==> src/rtl/sio_irq_pkg.sv <==
package sio_irq_pkg;
  // classification of one bus cycle as seen by the read port
  typedef enum logic [1:0] {
    ACC_IDLE    = 2'd0,
    ACC_WRITE   = 2'd1,
    ACC_RD_STAT = 2'd2,
    ACC_RD_MISS = 2'd3
  } acc_kind_t;

  localparam int unsigned DEF_CH_COUNT = 4;
  localparam int unsigned DEF_SYNC_LEN = 2;
  localparam int unsigned DEF_ADDR_W   = 8;
  localparam logic [7:0]  DEF_STAT_OFS = 8'h1C;
endpackage

==> src/rtl/sio_sync_bank.sv <==
module sio_sync_bank #(
  parameter int unsigned WIDTH  = 9,
  parameter int unsigned STAGES = 2,
  parameter logic [WIDTH-1:0] RST_VAL = '1
) (
  input  logic             clk,
  input  logic             rst,
  input  logic [WIDTH-1:0] d,
  output logic [WIDTH-1:0] q
);
  // shift chain of STAGES registers per bit; reset to the idle (released) level
  logic [STAGES-1:0][WIDTH-1:0] chain_q;

  generate
    if (STAGES == 1) begin : g_single
      always_ff @(posedge clk) begin
        if (rst) chain_q <= RST_VAL;
        else     chain_q <= d;
      end
    end else begin : g_multi
      always_ff @(posedge clk) begin
        if (rst) chain_q <= {STAGES{RST_VAL}};
        else     chain_q <= {chain_q[STAGES-2:0], d};
      end
    end
  endgenerate

  assign q = chain_q[STAGES-1];
endmodule

==> src/rtl/sio_irq_combine.sv <==
module sio_irq_combine #(
  parameter int unsigned NUM_CH = 4,
  localparam int unsigned STAT_W = 2 * NUM_CH
) (
  input  logic              clk,
  input  logic              rst,
  input  logic [NUM_CH-1:0] rx_lvl_n,
  input  logic [NUM_CH-1:0] tx_lvl_n,
  input  logic              exp_lvl_n,
  output logic [STAT_W-1:0] status,
  output logic              cpu_irq_n
);
  // receivers in the low half, transmitters in the high half, channel A lowest
  for (genvar c = 0; c < NUM_CH; c++) begin : g_chan
    assign status[c]          = ~rx_lvl_n[c];
    assign status[NUM_CH + c] = ~tx_lvl_n[c];
  end

  logic any_req;
  assign any_req = (|status) | ~exp_lvl_n;

  always_ff @(posedge clk) begin
    if (rst) cpu_irq_n <= 1'b1;
    else     cpu_irq_n <= ~any_req;
  end
endmodule

==> src/rtl/sio_bus_port.sv <==
module sio_bus_port
  import sio_irq_pkg::*;
#(
  parameter int unsigned ADDR_W = 8,
  parameter int unsigned DATA_W = 8,
  parameter logic [ADDR_W-1:0] STAT_ADDR = '0
) (
  input  logic              clk,
  input  logic              rst,
  input  logic              bus_sel,
  input  logic              bus_rw,
  input  logic              bus_phase,
  input  logic [ADDR_W-1:0] bus_addr,
  input  logic [DATA_W-1:0] status,
  output logic [DATA_W-1:0] bus_rdata
);
  acc_kind_t acc;

  always_comb begin
    if (!bus_sel || !bus_phase)   acc = ACC_IDLE;
    else if (!bus_rw)             acc = ACC_WRITE;
    else if (bus_addr == STAT_ADDR) acc = ACC_RD_STAT;
    else                          acc = ACC_RD_MISS;
  end

  // read-only register: write cycles fall through to the zero default
  always_ff @(posedge clk) begin
    if (rst) begin
      bus_rdata <= '0;
    end else begin
      case (acc)
        ACC_RD_STAT: bus_rdata <= status;
        default:     bus_rdata <= '0;
      endcase
    end
  end
endmodule

==> src/rtl/sio_irq_agg.sv <==
module sio_irq_agg
  import sio_irq_pkg::*;
#(
  parameter int unsigned NUM_CH    = DEF_CH_COUNT,
  parameter int unsigned SYNC_LEN  = DEF_SYNC_LEN,
  parameter int unsigned ADDR_W    = DEF_ADDR_W,
  parameter logic [ADDR_W-1:0] STAT_ADDR = ADDR_W'(DEF_STAT_OFS),
  localparam int unsigned STAT_W   = 2 * NUM_CH,
  localparam int unsigned IN_W     = STAT_W + 1
) (
  input  logic              clk,
  input  logic              rst,
  input  logic [NUM_CH-1:0] rx_req_n,
  input  logic [NUM_CH-1:0] tx_req_n,
  input  logic              exp_req_n,
  input  logic              bus_sel,
  input  logic              bus_rw,
  input  logic              bus_phase,
  input  logic [ADDR_W-1:0] bus_addr,
  output logic [STAT_W-1:0] bus_rdata,
  output logic              cpu_irq_n
);
  logic [IN_W-1:0]   raw_n;
  logic [IN_W-1:0]   sync_n;
  logic [NUM_CH-1:0] rx_sync_n;
  logic [NUM_CH-1:0] tx_sync_n;
  logic              exp_sync_n;
  logic [STAT_W-1:0] status_w;

  assign raw_n = {exp_req_n, tx_req_n, rx_req_n};

  sio_sync_bank #(
    .WIDTH  (IN_W),
    .STAGES (SYNC_LEN),
    .RST_VAL({IN_W{1'b1}})
  ) u_sync (
    .clk (clk),
    .rst (rst),
    .d   (raw_n),
    .q   (sync_n)
  );

  assign rx_sync_n  = sync_n[NUM_CH-1:0];
  assign tx_sync_n  = sync_n[STAT_W-1:NUM_CH];
  assign exp_sync_n = sync_n[IN_W-1];

  sio_irq_combine #(
    .NUM_CH (NUM_CH)
  ) u_comb (
    .clk       (clk),
    .rst       (rst),
    .rx_lvl_n  (rx_sync_n),
    .tx_lvl_n  (tx_sync_n),
    .exp_lvl_n (exp_sync_n),
    .status    (status_w),
    .cpu_irq_n (cpu_irq_n)
  );

  sio_bus_port #(
    .ADDR_W    (ADDR_W),
    .DATA_W    (STAT_W),
    .STAT_ADDR (STAT_ADDR)
  ) u_bus (
    .clk       (clk),
    .rst       (rst),
    .bus_sel   (bus_sel),
    .bus_rw    (bus_rw),
    .bus_phase (bus_phase),
    .bus_addr  (bus_addr),
    .status    (status_w),
    .bus_rdata (bus_rdata)
  );
endmodule

==> config.mk <==
export PLATFORM = sky130hd
export DESIGN_NAME = sio_irq_agg
export DESIGN_NICKNAME = d
export VERILOG_FILES = /design/src/rtl/sio_irq_pkg.sv /design/src/rtl/sio_sync_bank.sv /design/src/rtl/sio_irq_combine.sv /design/src/rtl/sio_bus_port.sv /design/src/rtl/sio_irq_agg.sv
export SDC_FILE = /design/constraint.sdc
export NUM_CORES = 1
export LEC_CHECK = 0
export ABC_CLOCK_PERIOD_IN_PS = 1200
export BUFFER_PORTS_ARGS = -buffer_cell sky130_fd_sc_hd__clkbuf_2
export CAP_MARGIN = 10
export CORE_MARGIN = 10
export CORE_UTILIZATION = 49
export CTS_BUF_LIST = sky130_fd_sc_hd__clkbuf_4
export DETAILED_ROUTE_END_ITERATION = 16
export GPL_ROUTABILITY_DRIVEN = 0
export MAX_ROUTING_LAYER = met4
export PLACE_DENSITY = 0.79
export SKIP_CTS_REPAIR_TIMING = 1
export SLEW_MARGIN = 20
export SYNTH_ARGS = -nofsm -noshare
export SYNTH_HDL_FRONTEND = slang
export SYNTH_SLANG_ARGS = --single-unit
==> constraint.sdc <==
create_clock -name clk -period 1.2 [get_ports clk]
set_input_delay 0.24 -clock clk [delete_from_list [all_inputs] [get_ports clk]]
set_output_delay 0.24 -clock clk [all_outputs]
set_load 0.02 [all_outputs]
# ---- Word level (Yosys, flattened, before mapping)
# Cells that the tools add are included.
dict set report totals {
  register_bits 27
  inputBits 22
  elab_cells 26
}
dict set report op_classes {
  reduce_logical 5
  bitwise 12
  n_mux 3
  n_eq_ne 2
}
# op n
set op_table {}
lappend op_table {{inverter 1 bit} 11}
lappend op_table {{== test 8 x 5 -> 1 bit (second input constant)} 1}
lappend op_table {{OR reduction 8 bit} 1}
lappend op_table {{2-to-1 mux 2 bit} 2}
lappend op_table {{== test 2 bit (second input constant)} 1}
lappend op_table {{zero test 1 bit} 2}
lappend op_table {{OR reduction 2 bit} 1}
lappend op_table {{logical OR 1 bit} 1}
lappend op_table {{2-to-1 mux 1 bit} 1}
lappend op_table {{OR 1 bit} 1}

# ---- Longest topological paths before layout
dict set report logic_depth {
  word_depth 7
  depth_mapped 3
  mapped_depth_nobuf 2
}

# ---- Cells and area by module
# From an unflattened synthesis, not the netlist that was laid out.
dict set report hier_totals {
  cells_unflattened 90
  area_unflattened_um2 1023.5
}
# module cells_each instances seq_area_each_um2 area_per_inst_um2
set by_module_without_submodules {}
lappend by_module_without_submodules {sio_sync_bank 46 1 360.3 551.8}
lappend by_module_without_submodules {sio_bus_port 31 1 160.2 390.4}
lappend by_module_without_submodules {sio_irq_combine 13 1 20.0 81.3}

# ---- Worst setup path before layout
# OpenSTA, ideal clock, no wires.
dict set report synth_timing {
  path_type {input to register}
  startpoint {in rst}
  endpoint {reg u_sync.chain_q[1] (netlist bit)}
  path_stages 3
  setup_ns 0.123
  t_arrival_ns 0.805
  slack_ns 0.271
  cell_sequence {buf_2 > clkbuf_1 > or2_2}
}
# element line
set synth_rtl {}
lappend synth_rtl {{start: declaration} sio_irq_agg.sv:12} ;# input logic rst,
lappend synth_rtl {{end signal: assignment} sio_sync_bank.sv:22} ;# if (rst) chain_q <= {STAGES{RST_VAL}};
lappend synth_rtl {{end signal: assignment} sio_sync_bank.sv:23} ;# else chain_q <= {chain_q[STAGES-2:0], d};
lappend synth_rtl {{end: declaration} sio_sync_bank.sv:12} ;# logic [STAGES-1:0][WIDTH-1:0] chain_q;
# No word-level cell between the ends.

# ---- Final worst setup path
dict set report layout_timing {
  startpoint {reg u_comb.cpu_irq_n}
  endpoint {out cpu_irq_n}
}
# element line
set layout_rtl {}
lappend layout_rtl {{start: declaration} sio_irq_combine.sv:11} ;# output logic cpu_irq_n
lappend layout_rtl {{start signal: assignment} sio_irq_combine.sv:24} ;# else cpu_irq_n <= ~any_req;
lappend layout_rtl {{end: declaration} sio_irq_agg.sv:21} ;# output logic cpu_irq_n
# No word-level cell between the ends.

==> out/qor.txt <==
status - complete, no violations
row cnt - 14
unrepaired setup endpoints after global routing - false
slowest stage cell, crit path - dfxtp_1
Critical R2R Capture - u_comb.cpu_irq_n$_SDFF_PP1_
Final min period - 1.04 ns
Core Area - 1580 µm²
Warnings, synthesis - 0
endpoints failing hold - 0
pin count of the biggest net entering global routing - 20
CP delay by family, top - flip-flops
Slew headroom - 87.9%
Post-Route WL - 1300 µm
HP Start - rx_req_n[1]
Synth Area in Compound Gates - 1.18%
clock skew - 0.00721 ns
post-route setup TNS - 0 ns
first-pass GRT wire length - 2010 µm
met3 wire length - 179 µm
Hold Path Class - in2reg
number of global-route vias before repair - 519
Req. time, crit path - 0.96 ns
initial antenna violation count - 0
Area Growth Syn to Fin - 23.5%
Worst Setup End Kind - output port
crit share post-route - 86.8%
Antenna Diode Count - 0
Clock Root Buffer - clkbuf_4
Min-Delay Path Depth - 2
FMAX - 0.960 GHz
overall routing resource usage - 7.40%
Clock transition at path regs - 0.13 ns
Bufs on Longest Clock Path - 2
DR vias - 530
Syn Inst Count - 64
Worst R2R Path Depth - 2
drt first pass iters - 2
post-route insts no fill - 113
most common cell after layout, fill and taps aside - clkbuf_2
wl on met1 - 562 µm
Mapped Nets - 86
Max Fanout on Critical Path - 1
Slew @ Worst Pin - 0.179 ns
Max Cap Violations - 0
Setup crit start kind - flip-flop
critical path class - reg2out
clock sinks - 27
Setup violations, final - 0
Overflow after GRT - 0
highest routed layer - met4
TritonCTS buffer count - 3
Final nets - 120
DR WL/cell - 11.5 µm
Final HPWL DP - 1070 µm
Post-Synthesis Cell Area - 851 µm²
post-synthesis mux area share - 0%
Die ar. - 3800 µm²
Max Slew Vio Count - 0
CTS tree - built
Avg Vias per Cell - 4.69
most frequent cells in the layout - clkbuf_2, dfxtp_1, or2_2, nor4_2
post-synthesis simple-gate area fraction - 31.8%
crit path cell chain - clkbuf_2
Synth Area in Adders - 0%
# DRC - 0
main combinational cell family by area after synthesis - simple AND/OR/NAND/NOR gates
xor and xnor fraction of the mapped netlist area - 0%
Routed Antenna Nets - 0
DR WL met2 - 543 µm
Initial Util - 54.0%
worst reg2reg startpoint - u_sync.q[0]$_SDFF_PP1_
distinct cell type count after synthesis - 11
Die Y - 61.7 µm
worst reg2reg setup slack - 0.36 ns
end of the worst hold path - u_sync.chain_q[1]$_SDFF_PP1_
Top Ports - 31
CTS HTree Levels - 1
pwr/cell area - 1350 nW/µm²
placed cells - 109
CP peak stage delay - 0.33 ns
input/output buffers - 30
die width - 61.7 µm
LEAKAGE - 0.454 nW
Worst Path Buf+Inv - 1
fillers - 120
multi-input logic area - 280 µm²
worst skew pair latency - 0.31 ns
register area - 541 µm²
Max IR drop VDD - 0.000787 V
Seq/Total Area, Yosys - 63.5%
worst path arrival time - 0.80 ns
number of synthesized register bits - 27
First DRT Iteration DRCs - 5
layout cell share with drive strength beyond 1 - 66.0%
syn avg cell area - 13.3 µm²
[registers in the layout (all words and copies together), names as in the netlist]
signal	cells
u_comb.cpu_irq_n	1
u_sync.q	9
u_bus.bus_rdata	8
u_sync.chain_q	9
[how the worst max path moves through the flow]
stage,start,to,depth (start not counted)
after CTS,u_comb.cpu_irq_n$_SDFF_PP1_,cpu_irq_n,1
after global routing,u_comb.cpu_irq_n$_SDFF_PP1_,cpu_irq_n,1
after floorplan,rst,u_sync.chain_q[1]$_SDFF_PP1_,3
final,u_comb.cpu_irq_n$_SDFF_PP1_,cpu_irq_n,1
after global placement,rst,u_bus.bus_rdata[7]$_SDFF_PP0_,4
after detailed placement,rst,u_bus.bus_rdata[2]$_SDFF_PP0_,4
[area by class of cell]
type	count	share of cell area, %
repair buffers	34	17.1
clock buffers	4	2.86
well taps	16	1.90
multi-input cells	32	26.7
flip-flops and latches	27	51.4
[cell families after synthesis]
logic type | Yosys count
buf+inv | 5
flops | 27
compound gates | 1
simple gates | 31
[where the power goes]
| part | internal [mW] | switching [mW] |
|---|---|---|
| Clock | 0.152 | 0.229 |
| Combinational | 0.0588 | 0.0372 |
| Sequential | 0.927 | 0.00966 |
[layer usage]
layer  up-vias  track usage, %
li1        281               -
met1       221            6.77
met2        26            12.0
met3         2            3.09
met4         0            5.73
met5         -               -
[worst register-to-register path: cells and delay by family, from the launching register on]
family             cells  cell delay (ns)
DFF                    1             0.34
AOI/OAI and AO/OA      1             0.23
and+or+nand+nor        1             0.18
[metrics by stage]
stage	instance area [µm²]	util, %	power (mW)	hold WS [ns]	setup WS, ns
final	1050	66.7	1.41	0.100	0.159
after detailed placement	1020	64.8	1.06	0.394	0.178
after global placement	1020	64.8	1.05	0.391	0.197
after floorplan	851	-	1.01	0.344	0.271
after global routing	1050	66.7	1.48	0.0849	0.0850
after CTS	1050	66.7	1.43	0.0948	0.145
[synth_stat cells, drive strengths merged]
library cell	number	area [µm²]
nor4	8	109
a41o	1	10.0
clkbuf	1	3.75
and4	1	8.76
or2	18	113
and3	1	6.26
nand4bb	3	33.8
buf	4	26.3
dfxtp	27	541
(Power assumes the default switching activity.)
